<file path="src/rtl/pinfunc_pkg.sv">
package pinfunc_pkg;
  localparam int FW = 2;           // bits per pin function code
  localparam logic ADDR_HI = 1'b0; // register for the upper pins
  localparam logic ADDR_LO = 1'b1; // register for the lower pins

  typedef enum logic [1:0] {
    FN_GPIO = 2'b00,
    FN_SEL1 = 2'b01,
    FN_BUS  = 2'b10,
    FN_SEL3 = 2'b11
  } pin_fn_e;

  // Effective function after the operating-mode override.
  function automatic pin_fn_e resolve_fn(logic [FW-1:0] code, logic single_chip);
    pin_fn_e f;
    f = pin_fn_e'(code);
    if (f == FN_BUS && single_chip) f = FN_GPIO;
    return f;
  endfunction

  // Whether an effective function leaves the pad undriven for certain.
  function automatic logic is_input_only(pin_fn_e f, logic sel3_in_only);
    return (f == FN_SEL1) || (f == FN_SEL3 && sel3_in_only);
  endfunction
endpackage

</file>
<file path="src/rtl/pinfunc_regs.sv">
module pinfunc_regs
  import pinfunc_pkg::*;
#(
  parameter int DW = 16,
  parameter int HW = 4
) (
  input  logic          clk,
  input  logic          por_n,
  input  logic          sys_rst_n,
  input  logic          wr_en,
  input  logic          rd_en,
  input  logic          addr,
  input  logic [DW-1:0] wdata,
  output logic [DW-1:0] rdata,
  output logic [HW-1:0] cfg_hi,
  output logic [DW-1:0] cfg_lo,
  output logic          wr_hi_evt,
  output logic          wr_lo_evt
);
  logic [DW-1:0] hi_view;

  assign wr_hi_evt = wr_en && sys_rst_n && (addr == ADDR_HI);
  assign wr_lo_evt = wr_en && sys_rst_n && (addr == ADDR_LO);

  always_comb begin
    hi_view = '0;
    hi_view[HW-1:0] = cfg_hi;
  end

  always_ff @(posedge clk or negedge por_n) begin
    if (!por_n) begin
      cfg_hi <= '0;
      cfg_lo <= '0;
    end else begin
      if (wr_hi_evt) cfg_hi <= wdata[HW-1:0];
      if (wr_lo_evt) cfg_lo <= wdata;
    end
  end

  always_ff @(posedge clk or negedge por_n) begin
    if (!por_n)          rdata <= '0;
    else if (!sys_rst_n) rdata <= '0;
    else if (rd_en)      rdata <= (addr == ADDR_LO) ? cfg_lo : hi_view;
  end
endmodule

</file>
<file path="src/rtl/pinfunc_decode.sv">
module pinfunc_decode
  import pinfunc_pkg::*;
#(
  parameter int NPINS    = 10,
  parameter int TRIG_PIN = 9
) (
  input  logic [NPINS*FW-1:0] codes,
  input  logic                single_chip,
  output pin_fn_e             fn [NPINS],
  output logic [NPINS-1:0]    in_only_mask,
  output logic [NPINS-1:0]    bus_mask
);
  for (genvar n = 0; n < NPINS; n++) begin : g_dec
    assign fn[n]           = resolve_fn(codes[n*FW +: FW], single_chip);
    assign in_only_mask[n] = is_input_only(fn[n], n == TRIG_PIN);
    assign bus_mask[n]     = (fn[n] == FN_BUS);
  end
endmodule

</file>
<file path="src/rtl/pinfunc_pin.sv">
module pinfunc_pin
  import pinfunc_pkg::*;
#(
  parameter bit SEL3_IN_ONLY = 1'b0
) (
  input  pin_fn_e fn,
  input  logic    pad_in,
  input  logic    gpio_out,
  input  logic    gpio_oe,
  input  logic    alt2_out,
  input  logic    alt3_out,
  input  logic    alt3_oe,
  output logic    pad_out,
  output logic    pad_oe,
  output logic    gpio_in,
  output logic    alt1_in,
  output logic    alt3_in
);
  always_comb begin
    pad_out = 1'b0;
    pad_oe  = 1'b0;
    gpio_in = 1'b0;
    alt1_in = 1'b0;
    alt3_in = 1'b0;
    unique case (fn)
      FN_GPIO: begin
        pad_out = gpio_out;
        pad_oe  = gpio_oe;
        gpio_in = pad_in;
      end
      FN_SEL1: alt1_in = pad_in;
      FN_BUS: begin
        pad_out = alt2_out;
        pad_oe  = 1'b1;
      end
      FN_SEL3: begin
        alt3_in = pad_in;
        if (!SEL3_IN_ONLY) begin
          pad_out = alt3_out;
          pad_oe  = alt3_oe;
        end
      end
      default: ;
    endcase
  end
endmodule

</file>
<file path="src/rtl/pinfunc_mux.sv">
module pinfunc_mux
  import pinfunc_pkg::*;
#(
  parameter int DW       = 16,
  parameter int NPINS    = 10,
  parameter int HI_PINS  = 2,
  parameter int TRIG_PIN = 9
) (
  input  logic             clk,
  input  logic             por_n,
  input  logic             sys_rst_n,
  input  logic             single_chip,
  input  logic             wr_en,
  input  logic             rd_en,
  input  logic             addr,
  input  logic [DW-1:0]    wdata,
  output logic [DW-1:0]    rdata,
  input  logic [NPINS-1:0] pad_in,
  input  logic [NPINS-1:0] gpio_out,
  input  logic [NPINS-1:0] gpio_oe,
  input  logic [NPINS-1:0] alt2_out,
  input  logic [NPINS-1:0] alt3_out,
  input  logic [NPINS-1:0] alt3_oe,
  output logic [NPINS-1:0] pad_out,
  output logic [NPINS-1:0] pad_oe,
  output logic [NPINS-1:0] gpio_in,
  output logic [NPINS-1:0] alt1_in,
  output logic [NPINS-1:0] alt3_in
);
  localparam int HW      = HI_PINS * FW;
  localparam int LO_PINS = NPINS - HI_PINS;
  localparam int LW      = LO_PINS * FW;

  // Named internal events and state for the bound checker.
  logic [HW-1:0]       cfg_hi;
  logic [DW-1:0]       cfg_lo;
  logic                wr_hi_evt;
  logic                wr_lo_evt;
  logic [NPINS*FW-1:0] codes;
  pin_fn_e             fn [NPINS];
  logic [NPINS-1:0]    in_only_mask;
  logic [NPINS-1:0]    bus_mask;

  pinfunc_regs #(.DW(DW), .HW(HW)) u_regs (
    .clk       (clk),
    .por_n     (por_n),
    .sys_rst_n (sys_rst_n),
    .wr_en     (wr_en),
    .rd_en     (rd_en),
    .addr      (addr),
    .wdata     (wdata),
    .rdata     (rdata),
    .cfg_hi    (cfg_hi),
    .cfg_lo    (cfg_lo),
    .wr_hi_evt (wr_hi_evt),
    .wr_lo_evt (wr_lo_evt)
  );

  assign codes = {cfg_hi, cfg_lo[LW-1:0]};

  pinfunc_decode #(.NPINS(NPINS), .TRIG_PIN(TRIG_PIN)) u_dec (
    .codes        (codes),
    .single_chip  (single_chip),
    .fn           (fn),
    .in_only_mask (in_only_mask),
    .bus_mask     (bus_mask)
  );

  for (genvar n = 0; n < NPINS; n++) begin : g_pin
    pinfunc_pin #(.SEL3_IN_ONLY(n == TRIG_PIN)) u_pin (
      .fn       (fn[n]),
      .pad_in   (pad_in[n]),
      .gpio_out (gpio_out[n]),
      .gpio_oe  (gpio_oe[n]),
      .alt2_out (alt2_out[n]),
      .alt3_out (alt3_out[n]),
      .alt3_oe  (alt3_oe[n]),
      .pad_out  (pad_out[n]),
      .pad_oe   (pad_oe[n]),
      .gpio_in  (gpio_in[n]),
      .alt1_in  (alt1_in[n]),
      .alt3_in  (alt3_in[n])
    );
  end
endmodule

</file>
<file path="config.mk">
export PLATFORM = sky130hd
export DESIGN_NAME = pinfunc_mux
export DESIGN_NICKNAME = d
export VERILOG_FILES = /design/src/rtl/pinfunc_pkg.sv /design/src/rtl/pinfunc_regs.sv /design/src/rtl/pinfunc_decode.sv /design/src/rtl/pinfunc_pin.sv /design/src/rtl/pinfunc_mux.sv
export SDC_FILE = /design/constraint.sdc
export NUM_CORES = 1
export LEC_CHECK = 0
export ABC_AREA = 1
export BUFFER_PORTS_ARGS = -buffer_cell sky130_fd_sc_hd__buf_2
export CAP_MARGIN = 15
export CORE_ASPECT_RATIO = 1.75
export CORE_MARGIN = 2
export CORE_UTILIZATION = 25
export DETAILED_ROUTE_END_ITERATION = 12
export GPL_TIMING_DRIVEN = 1
export PLACE_DENSITY_LB_ADDON = 0.1
export SYNTH_ARGS = -nofsm -noshare
export SYNTH_HDL_FRONTEND = slang
export SYNTH_SLANG_ARGS = --single-unit
</file>
<file path="constraint.sdc">
create_clock -name clk -period 2.2 [get_ports clk]
set_input_delay 0.44 -clock clk [delete_from_list [all_inputs] [get_ports clk]]
set_output_delay 0.44 -clock clk [all_outputs]
set_load 0.02 [all_outputs]
</file>
==> run_results.csv <==
group,metric,value,unit
logic_synthesis,yosys-top-cells-area,"dfrtp_1 (34%), buf_4 (15%), nand2_1 (15%)",
logic_synthesis,mappedNetlistArea,2670,um2
sta,rsz0062_at_grt,"false",
pwr,switching_share,0.367,
layout,layout_common_cells,"buf_2 (146), nand2_1 (104), inv_1 (67)",
pwr,combPwrFrac,0.325,
sta,fin_hold_ws,0.116,ns
logic_synthesis,synth_top_cell_area_share,0.338,
layout,n_antenna_cell,0,
sta,finalHoldViolCount,0,
clock_tree,clockBufferDepth,2,
floorplanning,initial_utilization,0.257,
logic_synthesis,syn-num-nets,473,
sta,slew_viol_final,0,
clock_tree,cts_setup_buffers,0,
floorplanning,core.rowCount,49,
setup_path,critPathRequiredTime,1.76,ns
floorplanning,die_area,11500,um2
clock_tree,cts_tree,"done",
layout,final_nets,574,
clock_tree,clock_latency,0.27,ns
pwr,finalPower,2.31,mW
logic_synthesis,synth_top_family_by_area,"simple AND/OR/NAND/NOR gates",
logic_synthesis,synthCells,390,
drt,avgRoutedWirePerCell,12.4,um
global_routing,grt_max_degree,20,
setup_path,startpoint_type,"flip-flop",
drt,via_per_inst,4.23,
drt,drc_errors,0,
sta,relSlewSlack,0.670,
floorplanning,chipHeight,141,um
global_routing,track_usage,0.131,
logic_synthesis,synth-compound-area-share,0.0882,
floorplanning,ioPinCount,149,
logic_synthesis,synthAdderAreaFrac,0,
placement,placed_cell_area,3180,um2
sta,worst_slack,0.452,ns
clock_tree,post_cts_resized,0,
sta,tightest_slew,0.494,ns
run_status,status,"finished, final reports clean",
logic_synthesis,synth_simple_gate_area_frac,0.316,
sta,fin_tns_setup,0,ns
pwr,p_seq_frac,0.368,
sta,fin_crit,1.75,ns
global_routing,antenna_found_initial,0,
layout,syn_to_final_growth,24.7,%
pwr,power.static_leakage,2.02,nW
logic_synthesis,synth_area_leader_cell,"dfrtp_1",
logic_synthesis,synth_xor_area_frac,0,
sta,setup_viol_count_final,0,
job,cap_viol_max_count,0,
setup_path,crit_path_max_fanout,6,
floorplanning,dieWidth,82.1,um
clock_tree,cts_hold_buf,0,
drt,vias,2620,
logic_synthesis,synth_warnings,0,
clock_tree,root_buffer,"clkbuf_16",
global_routing,grt_pass1_vias,2490,
pwr,power.share.clock,0.307,
pwr,p_sw,0.846,mW
drt,antenna_left,0,
pwr,p_int,1.46,mW
sta,fin_skew,0.00325,ns
clock_tree,cts.clk_slew.worst_paths,0.06,ns
global_routing,grt-ovfl-total,0,
drt,drt_iter0_markers,62,
layout,drive_gt1_frac,0.364,
layout,layout_commonest_cell,"buf_2",
setup_path,end_kind,"output port",
logic_synthesis,yosysUniqueCellTypes,14,
logic_synthesis,synth-seq-cells,36,
logic_synthesis,yosysSeqAreaShare,0.338,
global_routing,grt_pass1_wl,11800,um
setup_path,cp.arrival,1.31,ns
placement,dp_hpwl,6080,um
logic_synthesis,synth.area.mux_share,0,
placement,gp_congestion,0.715,
drt,routed_wl,7660,um
pwr,ir_worst_vdd,343,uV
sta,finalCritPeriodShare,0.795,
logic_synthesis,avgSynthCellArea,6.84,um2
placement,pre_cts_ws,0.406,ns
placement,portBuffers,146,
setup_path,crit_type,"reg -> out",
drt,first_pass_iters,4,
clock_tree,clock-sinks,36,
pwr,pwr_density_cell,694,nW/um2
clock_tree,cts_buffers,5,
clock_tree,h-tree-depth,2,
floorplanning,core-area,10400,um2
layout,fin_area,3330,um2
min_path,worstHoldPathType,"in -> async",
sta,fmax,572,MHz
## state kept, by name (all words and copies together) (netlist names)
| register | cells |
|---|---|
| u_regs.cfg_hi | 4 |
| u_regs.rdata | 16 |
| u_regs.cfg_lo | 16 |
## worst max-delay path: stages (launching register included)
cell and delay (ns):
dfrtp_1 0.43, inv_1 0.10, nor2_1 0.19, nand2_1 0.08
nand3_1 0.09, buf_2 0.16
## Yosys cell counts
| cell type | number |
|---|---|
| buf_4 | 53 |
| o21ai_0 | 6 |
| nor3_1 | 29 |
| nand3_2 | 1 |
| buf_6 | 3 |
| dfrtp_1 | 36 |
| inv_2 | 1 |
| o21ai_1 | 6 |
| nor2_4 | 1 |
| nand3_1 | 40 |
| nand2_1 | 104 |
| o21ai_2 | 20 |
| inv_1 | 67 |
| nor2_1 | 23 |
## power groups by stage
stage | registers [mW] | logic [mW] | clock network [mW]
after detailed placement | 0.863 | 0.763 | 0
after CTS | 0.852 | 0.766 | 0.735
after global placement | 0.863 | 0.759 | 0
after global routing | 0.865 | 0.838 | 0.764
final | 0.850 | 0.750 | 0.708
after floorplan | 0.847 | 0.628 | 0
## worst paths after layout
kind                                         from                to  slack [ns]  cells past startpoint
worst max-delay path            u_regs.cfg_lo[15]         pad_oe[7]        0.45                      5
worst min-delay path                        por_n  u_regs.cfg_lo[6]        0.12                      1
worst max register to register  u_regs.cfg_lo[14]  u_regs.rdata[14]        1.35                      2
worst min register to register   u_regs.rdata[12]  u_regs.rdata[12]        0.47                      2
max in group asynchronous                   por_n  u_regs.rdata[13]        1.60                      2
min in group clk                         wdata[6]  u_regs.cfg_lo[6]        0.40                      3
## stage by stage
stage,std cells,util
after global placement,611,0.307
after detailed placement,611,0.307
after CTS,619,0.321
after floorplan,390,-
final,619,0.321
after global routing,619,0.321
## metal layers
metal	vias to the layer above	part of all wire	global-route usage
li1	1359	-	-
met1	1182	0.38	0.136
met4	0	0.011	0.0342
met2	72	0.56	0.261
met3	7	0.048	0.0179
met5	-	0	0
## cells by family (layout without fill, tap and decap cells)
kind of cell / count (synthesis) / count (layout)
AOI/OAI and AO/OA: 32 / 32
DFF: 36 / 36
and+or+nand+nor: 198 / 198
buffers and inverters: 124 / 226
## layout make-up
class	instances	area, um2
Inverter	68	255
Multi-Input combinational cell	230	1080
Clock buffer	8	146
Timing Repair Buffer	150	786
Sequential cell	36	901
Tap cell	127	159
Fill cell	1159	7040
No activity file was read; power rests on OpenSTA's default activity.
